$ cat config.mk
export PLATFORM = sky130hd
export DESIGN_NAME = seg_dp_ram
export DESIGN_NICKNAME = d
export VERILOG_FILES = /design/src/rtl/seg_dp_ram_pkg.sv /design/src/rtl/seg_bank.sv /design/src/rtl/seg_wr_port.sv /design/src/rtl/seg_rd_pipe.sv /design/src/rtl/seg_dp_ram.sv
export SDC_FILE = /design/constraint.sdc
export NUM_CORES = 1
export LEC_CHECK = 0
export CORE_MARGIN = 10
export CORE_UTILIZATION = 60
export DETAILED_ROUTE_END_ITERATION = 10
export GPL_TIMING_DRIVEN = 0
export PLACE_DENSITY = 0.8
export SYNTH_ARGS = -nofsm -noshare
export SYNTH_HDL_FRONTEND = slang
export SYNTH_SLANG_ARGS = --single-unit
$ cat constraint.sdc
create_clock -name clk_i -period 2.4 [get_ports clk_i]
set_clock_uncertainty 0.2 [all_clocks]
set_input_delay 0.48 -clock clk_i [delete_from_list [all_inputs] [get_ports clk_i]]
set_output_delay 0.48 -clock clk_i [all_outputs]
set_load 0.02 [all_outputs]
$ cat src/rtl/seg_dp_ram_pkg.sv
package seg_dp_ram_pkg;
  localparam int BYTE_W = 8;
  typedef logic [BYTE_W-1:0] byte_t;
endpackage

$ cat src/rtl/seg_bank.sv
module seg_bank
  import seg_dp_ram_pkg::*;
#(
  parameter int AW = 4,
  parameter int DW = 32
) (
  input  logic          clk_i,
  input  logic          we_i,
  input  logic [AW-1:0] waddr_i,
  input  logic [DW-1:0] wdata_i,
  input  logic [DW/BYTE_W-1:0] wbe_i,
  input  logic          re_i,
  input  logic [AW-1:0] raddr_i,
  output logic [DW-1:0] rdata_o
);
  localparam int LANES = DW / BYTE_W;
  localparam int DEPTH = 1 << AW;

  logic [DW-1:0] mem_q [DEPTH];
  logic [DW-1:0] rdata_q;

  always_ff @(posedge clk_i) begin
    if (we_i) begin
      for (int l = 0; l < LANES; l++) begin
        if (wbe_i[l]) mem_q[waddr_i][l*BYTE_W +: BYTE_W] <= wdata_i[l*BYTE_W +: BYTE_W];
      end
    end
  end

  // registered read: this register is the segment's pipeline stage; old data on collision
  always_ff @(posedge clk_i) begin
    if (re_i) rdata_q <= mem_q[raddr_i];
  end

  assign rdata_o = rdata_q;
endmodule

$ cat src/rtl/seg_wr_port.sv
module seg_wr_port (
  input  logic clk_i,
  input  logic rst_ni,
  input  logic valid_i,
  output logic ready_o,
  output logic fire_o,
  output logic done_o
);
  logic done_q;

  assign ready_o = rst_ni;
  assign fire_o  = valid_i & ready_o;

  always_ff @(posedge clk_i or negedge rst_ni) begin
    if (!rst_ni) done_q <= 1'b0;
    else         done_q <= fire_o;
  end

  assign done_o = done_q;
endmodule

$ cat src/rtl/seg_rd_pipe.sv
module seg_rd_pipe #(
  parameter int DW = 32
) (
  input  logic          clk_i,
  input  logic          rst_ni,
  input  logic          cmd_valid_i,
  output logic          cmd_ready_o,
  output logic          fire_o,
  input  logic [DW-1:0] stage_data_i,
  output logic          rsp_valid_o,
  input  logic          rsp_ready_i,
  output logic [DW-1:0] rsp_data_o
);
  logic          stage_vld_q;
  logic          rsp_vld_q;
  logic [DW-1:0] rsp_data_q;
  logic          adv;

  assign adv         = rsp_ready_i | ~rsp_vld_q;
  assign cmd_ready_o = rst_ni & (~rsp_vld_q | ~stage_vld_q);
  assign fire_o      = cmd_valid_i & cmd_ready_o;

  always_ff @(posedge clk_i or negedge rst_ni) begin
    if (!rst_ni) begin
      stage_vld_q <= 1'b0;
      rsp_vld_q   <= 1'b0;
      rsp_data_q  <= '0;
    end else begin
      if (adv) begin
        rsp_vld_q <= stage_vld_q;
        if (stage_vld_q) rsp_data_q <= stage_data_i;
      end
      stage_vld_q <= fire_o | (stage_vld_q & ~adv);
    end
  end

  assign rsp_valid_o = rsp_vld_q;
  assign rsp_data_o  = rsp_data_q;
endmodule

$ cat src/rtl/seg_dp_ram.sv
module seg_dp_ram
  import seg_dp_ram_pkg::*;
#(
  parameter int SEG_CNT = 2,
  parameter int SEG_AW  = 4,
  parameter int SEG_DW  = 32
) (
  input  logic                             clk_i,
  input  logic                             rst_ni,
  input  logic [SEG_CNT-1:0]               wr_valid_i,
  output logic [SEG_CNT-1:0]               wr_ready_o,
  input  logic [SEG_CNT*SEG_AW-1:0]        wr_addr_i,
  input  logic [SEG_CNT*SEG_DW-1:0]        wr_data_i,
  input  logic [SEG_CNT*SEG_DW/BYTE_W-1:0] wr_be_i,
  output logic [SEG_CNT-1:0]               wr_done_o,
  input  logic [SEG_CNT-1:0]               rd_valid_i,
  output logic [SEG_CNT-1:0]               rd_ready_o,
  input  logic [SEG_CNT*SEG_AW-1:0]        rd_addr_i,
  output logic [SEG_CNT*SEG_DW-1:0]        rd_data_o,
  output logic [SEG_CNT-1:0]               rd_rvalid_o,
  input  logic [SEG_CNT-1:0]               rd_rready_i
);
  localparam int BE_W = SEG_DW / BYTE_W;

  for (genvar s = 0; s < SEG_CNT; s++) begin : g_seg
    logic              wr_fire;
    logic              rd_fire;
    logic [SEG_DW-1:0] stage_data;

    seg_wr_port u_wr (
      .clk_i   (clk_i),
      .rst_ni  (rst_ni),
      .valid_i (wr_valid_i[s]),
      .ready_o (wr_ready_o[s]),
      .fire_o  (wr_fire),
      .done_o  (wr_done_o[s])
    );

    seg_bank #(.AW(SEG_AW), .DW(SEG_DW)) u_bank (
      .clk_i   (clk_i),
      .we_i    (wr_fire),
      .waddr_i (wr_addr_i[s*SEG_AW +: SEG_AW]),
      .wdata_i (wr_data_i[s*SEG_DW +: SEG_DW]),
      .wbe_i   (wr_be_i[s*BE_W +: BE_W]),
      .re_i    (rd_fire),
      .raddr_i (rd_addr_i[s*SEG_AW +: SEG_AW]),
      .rdata_o (stage_data)
    );

    seg_rd_pipe #(.DW(SEG_DW)) u_rd (
      .clk_i        (clk_i),
      .rst_ni       (rst_ni),
      .cmd_valid_i  (rd_valid_i[s]),
      .cmd_ready_o  (rd_ready_o[s]),
      .fire_o       (rd_fire),
      .stage_data_i (stage_data),
      .rsp_valid_o  (rd_rvalid_o[s]),
      .rsp_ready_i  (rd_rready_i[s]),
      .rsp_data_o   (rd_data_o[s*SEG_DW +: SEG_DW])
    );
  end
endmodule

==> flow_summary.json <==
{
  "grt_first_pass_wirelength_mm": 155,
  "outcome": "finished, violations left",
  "cts_root_buffer": "clkbuf_16",
  "period_share_pct": 105,
  "post-route-drc-count": 0,
  "rr_endpoint": "g_seg[0].u_rd.rsp_data_o[7]",
  "clkLatencyLatePin_ns": 0.70,
  "final-max-slew-violation-count": 0,
  "clock-sinks": 1158,
  "dieArea_um2": 83700,
  "grt_pass1_vias": 22964,
  "rrSetupSlack_ns": 0.18,
  "setup_viol": 109,
  "coreArea_um2": 71700,
  "synth_nets": 2080,
  "antenna_found_initial": 15,
  "synth_top_area_share_pct": 75.1,
  "wl_met1_mm": 38.6,
  "path_clk_slew_ns": 0.06,
  "cts_tree": "done",
  "io_pins": 168,
  "power_density_nw_per_um2": 863,
  "synth.largest_area_cell": "edfxtp_1",
  "yosys-top-cells-area": "edfxtp_1 75%, mux4_2 13%, dfrtp_1 4.0%",
  "die_h_um": 289,
  "top_layer_used": "met5",
  "seq_area_frac_synth_pct": 79.1,
  "dr_wl_met2_mm": 54.4,
  "wl_met3_mm": 12.7,
  "yosysWarnings": 0,
  "globalRouteOverflowTotal": 0,
  "hold_viol_final": 0,
  "vias": 22755,
  "synthesis.area_um2": 43500,
  "cts_buffer_depth": 3,
  "timing.rr.start": "g_seg[0].u_rd.rsp_valid_o",
  "htree_levels": 3,
  "setup_tns_ns": -5.88,
  "required_ns": 2.52,
  "worst_slack_ns": -0.112,
  "cts_buffers": 107,
  "cp-start-kind": "primary input",
  "wl_per_cell_um": 33.2,
  "area_delta_synth_final_pct": 16.4,
  "hold_path_class": "primary input to register",
  "drv_cap": 0,
  "worstSetupPathType": "primary input to register",
  "port-buffer-count": 163,
  "period_needed_ns": 2.51,
  "max_freq_ghz": 0.398,
  "worstHoldEndpoint": "g_seg[1].u_wr.done_o",
  "die_w_um": 289,
  "fin_nets": 2366,
  "cp_max_fo": 10,
  "drtIter0Drc": 3676,
  "hold_path_startpoint": "rst_ni",
  "syn_inst": 1984,
  "rsz0062_at_grt": "yes",
  "gp_congestion": 0.829,
  "grt_max_degree": 34,
  "drt_wl_total_mm": 110,
  "p_total_mw": 43.7,
  "drt_pass1_iterations": 8,
  "peakVddDrop_mv": 1.11,
  "row_count": 98,
  "endpoint_kind": "register",
  "violations": "negative setup slack",
  "worst-r2r-cell-count": 5,
  "drive_gt1_share_pct": 27.9,
  "dpl.hpwl_mm": 64.6,
  "synth_cell_types": 18,
  "vias_per_cell": 6.86,
  "tightestPinTransition_ns": 1.12,
  "power_leakage_nw": 16.2,
  "cp.arrival_ns": 2.63,
  "ant_nets": 0,
  "grt_usage_pct": 25.6,
  "slew_headroom_pct": 25.7,
  "hold-path-cell-count": 3,
  "synth_seq_cells": 1158,
  "initial_core_util_pct": 60.6,
  "avgSynthCellArea_um2": 21.9
}
[state kept, by name, summed over array words and instances, names as in the netlist]
| signal | flops |
|---|---|
| g_seg.u_bank.mem_q | 1024 |
| g_seg.u_wr.done_o | 2 |
| g_seg.u_rd.rsp_data_o | 64 |
| g_seg.u_rd.rsp_valid_o | 2 |
| g_seg.u_bank.rdata_o | 64 |
| g_seg.u_rd.stage_vld_q | 2 |
[logic make-up (layout without fill, tap and decap cells)]
kind of cell,after synthesis,after routing,share of synthesized area (%)
AOI/OAI and AO/OA,130,130,2.24
buffers and inverters,110,488,1.23
DFF,1158,1158,79.1
muxes,320,320,14.9
other,0,6,0
and+or+nand+nor,266,266,2.48
[synth_stat cells]
cell type     n
a22oi_1     128
buf_4        26
mux2_2       64
nand2_1      94
and2_1        6
buf_2        21
nand2b_1      4
o21bai_1      2
mux4_2      256
and3_1        2
dfrtp_1      70
buf_1        19
nor2_1      134
edfxtp_1   1088
nor2b_1      12
clkbuf_1     44
nand4_1       2
nand3_1      12
[metal layers]
layer / track usage [%] / vias up
li1: - / 8786
met1: 34.5 / 11729
met3: 5.92 / 335
met5: 0 / -
met4: 9.85 / 16
met2: 40.8 / 1889
[timing repair]
action / CTS / global route
pin swaps: 1 / 5
gates cloned: 2 / 0
buffers inserted: 3 / 3
resized for setup: 71 / 103
hold buffers: 4 / 0
hold endpoints to repair: 70 / 0
endpoints found under the setup margin: 645 / 614
[cell type report]
type                       count  area (um2)
antenna                        6        15.0
buffer                       110         546
clock buffer                 137        2930
clock inverter                64         699
fill                        3843       21100
multi-input combinational    716        8950
sequential                  1158       34400
tap                          950        1190
timing repair buffer         177        1870
[metrics by stage]
stage	instances	utilization (%)	setup WS, ns	instance area (um2)	hold slack [ns]
3_5_place_dp	3099	64.6	-1.22	46400	0.187
2_1_floorplan	1984	-	0.287	43500	-0.0156
6_report	3318	70.6	-0.112	50600	0.0558
5_1_grt	3318	70.6	-0.217	50600	0.0712
4_1_cts	3309	70.1	-0.152	50300	0.0344
3_3_place_gp	3097	64.6	-3.93	46300	0.258
[placed cells by master, fill, tap and decap left out, types with 11 or more instances in the layout]
cell,netlist,final
dfrtp_1,70,70
mux4_2,256,256
clkdlybuf4s50_1,0,142
nor2_1,134,42
nor2_4,0,34
nor2_2,0,58
edfxtp_1,1088,1088
buf_1,19,19
mux2_2,64,64
nor2b_1,12,12
clkbuf_1,44,54
a22oi_1,128,128
buf_4,26,31
nand2_1,94,93
clkinv_2,0,27
clkbuf_8,0,12
clkbuf_16,0,108
nand3_1,12,12
dlygate4sd2_1,0,11
buf_2,21,23
[worst max path at each step]
stage          cells after the start                             to  slack (ns)     startpoint
5_1_grt                            6   g_seg[1].u_bank.mem_q[12][6]       -0.22  wr_valid_i[1]
2_1_floorplan                      5    g_seg[0].u_bank.rdata_o[10]        0.29   rd_addr_i[0]
4_1_cts                            6  g_seg[1].u_bank.mem_q[11][14]       -0.15  wr_valid_i[1]
6_report                           6   g_seg[1].u_bank.mem_q[12][7]       -0.11  wr_valid_i[1]
3_5_place_dp                       7  g_seg[0].u_bank.mem_q[11][28]       -1.22         rst_ni
3_3_place_gp                       2     g_seg[0].u_bank.rdata_o[4]       -3.93         rst_ni
[critical path: stages]
cell,delay [ns]
clkdlybuf4s50_1,0.44
and2_1,0.11
clkbuf_1,0.20
nand2_1,0.25
clkbuf_1,0.49
nor2_2,0.64
[report_power, final]
group          internal [mW]  switching, mW  leakage, nW
clock                   9.81           7.63         1.79
sequential              22.6          0.234         10.6
combinational           1.47           1.92         3.78
total                   33.9           9.79         16.2
Note: power is estimated with default switching activity, not from simulation.
